==> config.mk <==
export PLATFORM = sky130hd
export DESIGN_NAME = therm_irq_ctrl
export DESIGN_NICKNAME = d
export VERILOG_FILES = /design/src/rtl/therm_pkg.sv /design/src/rtl/therm_lvl_det.sv /design/src/rtl/therm_regs.sv /design/src/rtl/therm_status.sv /design/src/rtl/therm_irq_ctrl.sv
export SDC_FILE = /design/constraint.sdc
export NUM_CORES = 1
export LEC_CHECK = 0
export ABC_AREA = 0
export CORE_UTILIZATION = 40
export DETAILED_ROUTE_END_ITERATION = 8
export GPL_ROUTABILITY_DRIVEN = 0
export PLACE_DENSITY = 0.71
export SYNTH_ARGS = -nofsm -noshare
export SYNTH_HDL_FRONTEND = slang
export SYNTH_SLANG_ARGS = --single-unit
==> constraint.sdc <==
create_clock -name clk -period 2.55 [get_ports clk]
set_input_delay 0.51 -clock clk [delete_from_list [all_inputs] [get_ports clk]]
set_output_delay 0.51 -clock clk [all_outputs]
set_load 0.01 [all_outputs]
==> src/rtl/therm_pkg.sv <==
package therm_pkg;
  localparam int CODE_W   = 8;
  localparam int N_LVL    = 4;
  localparam int DATA_W   = 32;
  localparam int ADDR_W   = 3;
  localparam int FALL_OFS = 16;

  typedef enum logic [ADDR_W-1:0] {
    A_CTRL  = 3'd0,
    A_UPPER = 3'd1,
    A_LOWER = 3'd2,
    A_TRIP  = 3'd3,
    A_INTEN = 3'd4,
    A_STAT  = 3'd5,
    A_CLR   = 3'd6,
    A_EMUL  = 3'd7
  } addr_e;

  // bits that exist in status / enable: upper events low, lower events at FALL_OFS
  function automatic logic [DATA_W-1:0] valid_mask();
    logic [DATA_W-1:0] m;
    m = '0;
    for (int i = 0; i < N_LVL; i++) begin
      m[i]            = 1'b1;
      m[FALL_OFS + i] = 1'b1;
    end
    return m;
  endfunction

  function automatic logic [CODE_W-1:0] pick_code(input logic emu_on,
                                                  input logic [CODE_W-1:0] emu_code,
                                                  input logic [CODE_W-1:0] live);
    return emu_on ? emu_code : live;
  endfunction
endpackage

==> src/rtl/therm_lvl_det.sv <==
module therm_lvl_det
  import therm_pkg::*;
(
  input  logic              clk,
  input  logic              rst_n,
  input  logic              core_en,
  input  logic [CODE_W-1:0] code,
  input  logic [CODE_W-1:0] up_th,
  input  logic [CODE_W-1:0] dn_th,
  output logic              up_evt,
  output logic              dn_evt
);
  logic armed;

  always_comb begin
    up_evt = core_en && !armed && (code >= up_th);
    dn_evt = core_en &&  armed && (code <= dn_th);
  end

  always_ff @(posedge clk or negedge rst_n) begin
    if (!rst_n)        armed <= 1'b0;
    else if (!core_en) armed <= 1'b0;
    else if (up_evt)   armed <= 1'b1;
    else if (dn_evt)   armed <= 1'b0;
  end
endmodule

==> src/rtl/therm_regs.sv <==
module therm_regs
  import therm_pkg::*;
(
  input  logic              clk,
  input  logic              rst_n,
  input  logic              wr_en,
  input  logic [ADDR_W-1:0] addr,
  input  logic [DATA_W-1:0] wdata,
  input  logic [DATA_W-1:0] status,
  output logic              core_en,
  output logic              trip_en,
  output logic [DATA_W-1:0] up_word,
  output logic [DATA_W-1:0] dn_word,
  output logic [CODE_W-1:0] trip_th,
  output logic [DATA_W-1:0] int_en,
  output logic              emu_on,
  output logic [CODE_W-1:0] emu_code,
  output logic [DATA_W-1:0] clr_vec,
  output logic [DATA_W-1:0] rdata
);
  localparam logic [DATA_W-1:0] VMASK = valid_mask();
  localparam int EMU_LSB = 8;

  always_ff @(posedge clk or negedge rst_n) begin
    if (!rst_n) begin
      core_en  <= 1'b0;
      trip_en  <= 1'b0;
      up_word  <= '0;
      dn_word  <= '0;
      trip_th  <= '0;
      int_en   <= '0;
      emu_on   <= 1'b0;
      emu_code <= '0;
    end else if (wr_en) begin
      case (addr_e'(addr))
        A_CTRL: begin
          core_en <= wdata[0];
          trip_en <= wdata[1];
          if (!wdata[0]) int_en <= '0;
        end
        A_UPPER: up_word <= wdata;
        A_LOWER: dn_word <= wdata;
        A_TRIP:  trip_th <= wdata[CODE_W-1:0];
        A_INTEN: if (core_en) int_en <= wdata & VMASK;
        A_EMUL: begin
          emu_on   <= wdata[0];
          emu_code <= wdata[EMU_LSB +: CODE_W];
        end
        default: ;
      endcase
    end
  end

  assign clr_vec = (wr_en && addr == A_CLR) ? (wdata & VMASK) : '0;

  always_comb begin
    rdata = '0;
    case (addr_e'(addr))
      A_CTRL:  rdata[1:0] = {trip_en, core_en};
      A_UPPER: rdata = up_word;
      A_LOWER: rdata = dn_word;
      A_TRIP:  rdata[CODE_W-1:0] = trip_th;
      A_INTEN: rdata = int_en;
      A_STAT:  rdata = status;
      A_EMUL: begin
        rdata[0] = emu_on;
        rdata[EMU_LSB +: CODE_W] = emu_code;
      end
      default: rdata = '0;
    endcase
  end
endmodule

==> src/rtl/therm_status.sv <==
module therm_status
  import therm_pkg::*;
(
  input  logic              clk,
  input  logic              rst_n,
  input  logic [DATA_W-1:0] evt_vec,
  input  logic [DATA_W-1:0] clr_vec,
  input  logic [DATA_W-1:0] int_en,
  output logic [DATA_W-1:0] status,
  output logic              irq
);
  always_ff @(posedge clk or negedge rst_n) begin
    if (!rst_n) begin
      status <= '0;
      irq    <= 1'b0;
    end else begin
      status <= (status & ~clr_vec) | evt_vec;  // new event wins
      irq    <= |(status & int_en);
    end
  end
endmodule

==> src/rtl/therm_irq_ctrl.sv <==
module therm_irq_ctrl
  import therm_pkg::*;
(
  input  logic              clk,
  input  logic              rst_n,
  input  logic [CODE_W-1:0] sensor_code,
  input  logic              reg_wr,
  input  logic [ADDR_W-1:0] reg_addr,
  input  logic [DATA_W-1:0] reg_wdata,
  output logic [DATA_W-1:0] reg_rdata,
  output logic              irq,
  output logic              hw_trip
);
  logic              core_en, trip_en, emu_on;
  logic [DATA_W-1:0] up_word, dn_word, int_en, clr_vec, status, evt_vec;
  logic [CODE_W-1:0] trip_th, emu_code, eff_code;
  logic [N_LVL-1:0]  up_evt, dn_evt;
  logic              trip_hit;

  therm_regs u_regs (
    .clk(clk), .rst_n(rst_n), .wr_en(reg_wr), .addr(reg_addr), .wdata(reg_wdata),
    .status(status), .core_en(core_en), .trip_en(trip_en), .up_word(up_word),
    .dn_word(dn_word), .trip_th(trip_th), .int_en(int_en), .emu_on(emu_on),
    .emu_code(emu_code), .clr_vec(clr_vec), .rdata(reg_rdata)
  );

  assign eff_code = pick_code(emu_on, emu_code, sensor_code);

  for (genvar g = 0; g < N_LVL; g++) begin : g_lvl
    therm_lvl_det u_det (
      .clk(clk), .rst_n(rst_n), .core_en(core_en), .code(eff_code),
      .up_th(up_word[g*CODE_W +: CODE_W]), .dn_th(dn_word[g*CODE_W +: CODE_W]),
      .up_evt(up_evt[g]), .dn_evt(dn_evt[g])
    );
  end

  always_comb begin
    evt_vec = '0;
    evt_vec[N_LVL-1:0]         = up_evt;
    evt_vec[FALL_OFS +: N_LVL] = dn_evt;
  end

  therm_status u_stat (
    .clk(clk), .rst_n(rst_n), .evt_vec(evt_vec), .clr_vec(clr_vec),
    .int_en(int_en), .status(status), .irq(irq)
  );

  assign trip_hit = core_en && trip_en && (eff_code >= trip_th);

  always_ff @(posedge clk or negedge rst_n) begin
    if (!rst_n) hw_trip <= 1'b0;
    else        hw_trip <= trip_hit;
  end
endmodule

==> flow_summary_export.csv <==
group,metric,value,unit
power_and_ir_drop,leakage,0.00381,µW
clocking,cts_buffers,9,
grt,gr-total-overflow,0,
clocking,cts_tree,"built",
grt,grt_max_degree,71,
finish,areaGrowthSynthToFinish,27.4,%
setup_path,rr_startpoint,"u_regs.emu_on$_DFFE_PN0P_",
placed_design,portBuffers,79,
synth,synth.distinct_cells,38,
setup_path,cp.arrival,1950,ps
run_status,status,"finished, final reports clean",
finish,antenna_cells,0,
floorplanning,start_util,0.416,
finish,layout_commonest_cell,"dfrtp_1",
setup_path,crit_required,2040,ps
setup_path,r2r_cells,8,
power_and_ir_drop,power.density,748,nW/µm²
route,vias_per_cell,5.50,
finish,multi_input_area,3450,µm²
route,wirelength,18.0,mm
setup_path,rrSetupSlack,150,ps
timing,period_share,0.964,
worst_hold_path,hold_path.class,"input port to asynchronous set/reset pin",
grt,grt_pass1_wl,29.0,mm
finish,final_cell_mix,"dfrtp_1 (104), nand2_1 (94), o21ai_0 (84)",
route,wl_per_cell,17.8,µm
clocking,clockBufferDepth,2,
setup_path,reg2reg_to,"g_lvl[2].u_det.armed$_DFFE_PN0P_",
synth,async_flop_share,1.00,
setup_path,max_stage_delay,540,ps
grt,met3_usage,0.0445,
clocking,cts_root_buf,"clkbuf_16",
synth,synth-seq-cells,105,
timing,fin_ws,92.6,ps
setup_path,cp-start-kind,"input port",
grt,antenna_found_initial,0,
synth,syn_avg_cell_area,9.46,µm²
grt,grt_util_met1,0.317,
timing,tightestPinTransition,419,ps
synth,seq_area_frac_synth,0.409,
floorplanning,die_area,16600,µm²
finish,fillers,1446,
timing,max_slew_margin,0.713,
finish,ff_latch_area,2630,µm²
grt,track_usage,0.231,
floorplanning,core_area,15400,µm²
grt,gr-usage-met2,0.376,
setup_path,endpoint_kind,"output port",
route,drc,0,
synth,yosys.area.top_type,"dfrtp_1",
timing,finClkSkew,7.01,ps
finish,num-nets-final,915,
floorplanning,ios,80,
floorplanning,rows,45,
synth,synth_edf_count,0,
synth,synthTopCellsByArea,"dfrtp_1 (41%), ha_1 (14%), o21ai_0 (7.0%)",
setup_path,worstPathMaxFanout,11,
finish,fin_area,8190,µm²
timing,finalHoldViolCount,0,
clocking,ctsHtreeMaxLevel,3,
setup_path,cp_slowest_cell,"clkdlybuf4s50_1",
route,drt_first_pass_iters,5,
setup_path,crit_chain,"clkdlybuf4s15_2 > nor2b_2 > buf_4 > buf_12 > a22oi_1 > nor2_1 > clkdlybuf4s50_1",
timing,setup_viol,0,
timing,rsz0062_at_grt,"true",
placed_design,place_ws,-486,ps
timing,period_minus_slack,2460,ps
route,drt_iter0_markers,391,
finish,drive_above_1_share,0.153,
synth,synth_area,6420,µm²
timing,max_freq,407,MHz
route,via_count,5569,
job,drv_cap,0,
timing,fin_hold_ws,488,ps
clocking,cts.sinks,105,
grt,grt_pass1_vias,5419,
power_and_ir_drop,ir_drop,0.397,mV
route,ant_nets,0,
placed_design,place_inst,994,
placed_design,hpwl,13.3,mm
synth,syn_nets,797,
synth,synth_ff_type,"dfrtp_1",
grt,busiest_layer,"met2",
synth,yosys_warnings,0,
floorplanning,die_w,129,µm
clocking,clk_latency,360,ps
finish,layoutNonFillerInstCount,1013,
floorplanning,die_h,129,µm
synth,yosysTopAreaCellShare,0.409,
synth,syn_inst,679,
clocking,clkTransAtPathRegs,70,ps
placed_design,place_area,7850,µm²
timing,slew_viol_final,0,
setup_path,worstSetupPathType,"input port to output port",
[through the flow]
step / setup TNS, ps / power (µW) / utilization
2_1_floorplan: 0 / 3790 / -
3_3_place_gp: -13120 / 4690 / 0.509
3_5_place_dp: -13820 / 4760 / 0.509
4_1_cts: 0 / 6140 / 0.529
5_1_grt: -16.1 / 6570 / 0.531
6_report: 0 / 6120 / 0.531
[cells by family (layout without fill, tap and decap cells)]
logic type | Yosys count | in the layout | share of synthesized area
adder cells (fa/ha/maj) | 72 | 72 | 0.140
AND/OR/NAND/NOR | 166 | 166 | 0.119
buffers and inverters | 94 | 217 | 0.0588
AO/OA/AOI/OAI | 201 | 201 | 0.200
multiplexers | 41 | 41 | 0.0729
flip-flops | 105 | 105 | 0.409
[worst max path at each step]
stage | startpoint | endpoint | slack [ps] | cells after the start
3_5_place_dp | reg_addr[2] | reg_rdata[8] | -490 | 5
4_1_cts | reg_addr[0] | reg_rdata[19] | 5 | 6
5_1_grt | sensor_code[6] | g_lvl[0].u_det.armed$_DFFE_PN0P_ | -20 | 9
2_1_floorplan | u_regs.emu_on$_DFFE_PN0P_ | g_lvl[0].u_det.armed$_DFFE_PN0P_ | 240 | 8
3_3_place_gp | reg_addr[2] | reg_rdata[8] | -460 | 5
6_report | reg_addr[1] | reg_rdata[7] | 90 | 7
[where the power goes]
part	internal [µW]	switching, µW	leakage, µW
Clock	745	634	0.000138
Sequential	2070	301	0.00128
Combinational	1130	1240	0.00239
Total	3950	2170	0.00381
[layout make-up]
cell class / instances / area share
well taps: 211 / 0.0323
clock buffers: 13 / 0.0330
multi-input cells: 480 / 0.421
inverters: 63 / 0.0289
flip-flops and latches: 105 / 0.321
clock inverters: 3 / 0.00290
repair buffers: 138 / 0.161
[sequential cells by signal, indices dropped and copies added (netlist names), 4 cells and up]
name / cells
g_lvl.u_det.armed: 4
u_regs.dn_word: 32
u_regs.emu_code: 8
u_stat.status: 8
u_regs.up_word: 32
u_regs.trip_th: 8
u_regs.int_en: 8
[synthesized netlist by cell type (2+ instances only)]
| cell | count |
|---|---|
| nand4_1 | 10 |
| clkbuf_1 | 16 |
| o211ai_1 | 4 |
| nand2b_1 | 8 |
| nand2_1 | 94 |
| nor2b_1 | 9 |
| a2111oi_0 | 8 |
| a211oi_1 | 5 |
| nand3_1 | 7 |
| buf_4 | 3 |
| buf_2 | 11 |
| nor2_1 | 22 |
| nor3_1 | 5 |
| ha_1 | 72 |
| inv_1 | 63 |
| a22o_1 | 24 |
| o21bai_1 | 4 |
| o221ai_1 | 2 |
| o21ai_0 | 90 |
| a21oi_1 | 18 |
| a22oi_1 | 28 |
| o22ai_1 | 6 |
| a21o_1 | 7 |
| a32o_1 | 4 |
| dfrtp_1 | 105 |
| mux2_2 | 36 |
| nor3b_1 | 4 |
| mux2i_1 | 4 |
[critical path, delay by kind of cell]
kind                   cells  cell delay [ps]
buffers and inverters      4             1100
AND/OR/NAND/NOR            2              250
AO/OA/AOI/OAI              1               80
[what timing repair did]
action                                  CTS  global route
setup buffers                             1             0
pin swaps                                 1             0
endpoints found under the hold margin     4             0
resized for setup                        45            13
endpoints found under the setup margin   32            11
hold buffers                              1             0
cloned                                    1             0
[routing by layer]
layer | vias to the layer above | share of wire
met3 | 18 | 0.053
met2 | 192 | 0.47
met4 | 0 | 0.014
met1 | 2695 | 0.47
li1 | 2664 | -
met5 | - | 0
Note: power is estimated with default switching activity, not from simulation.
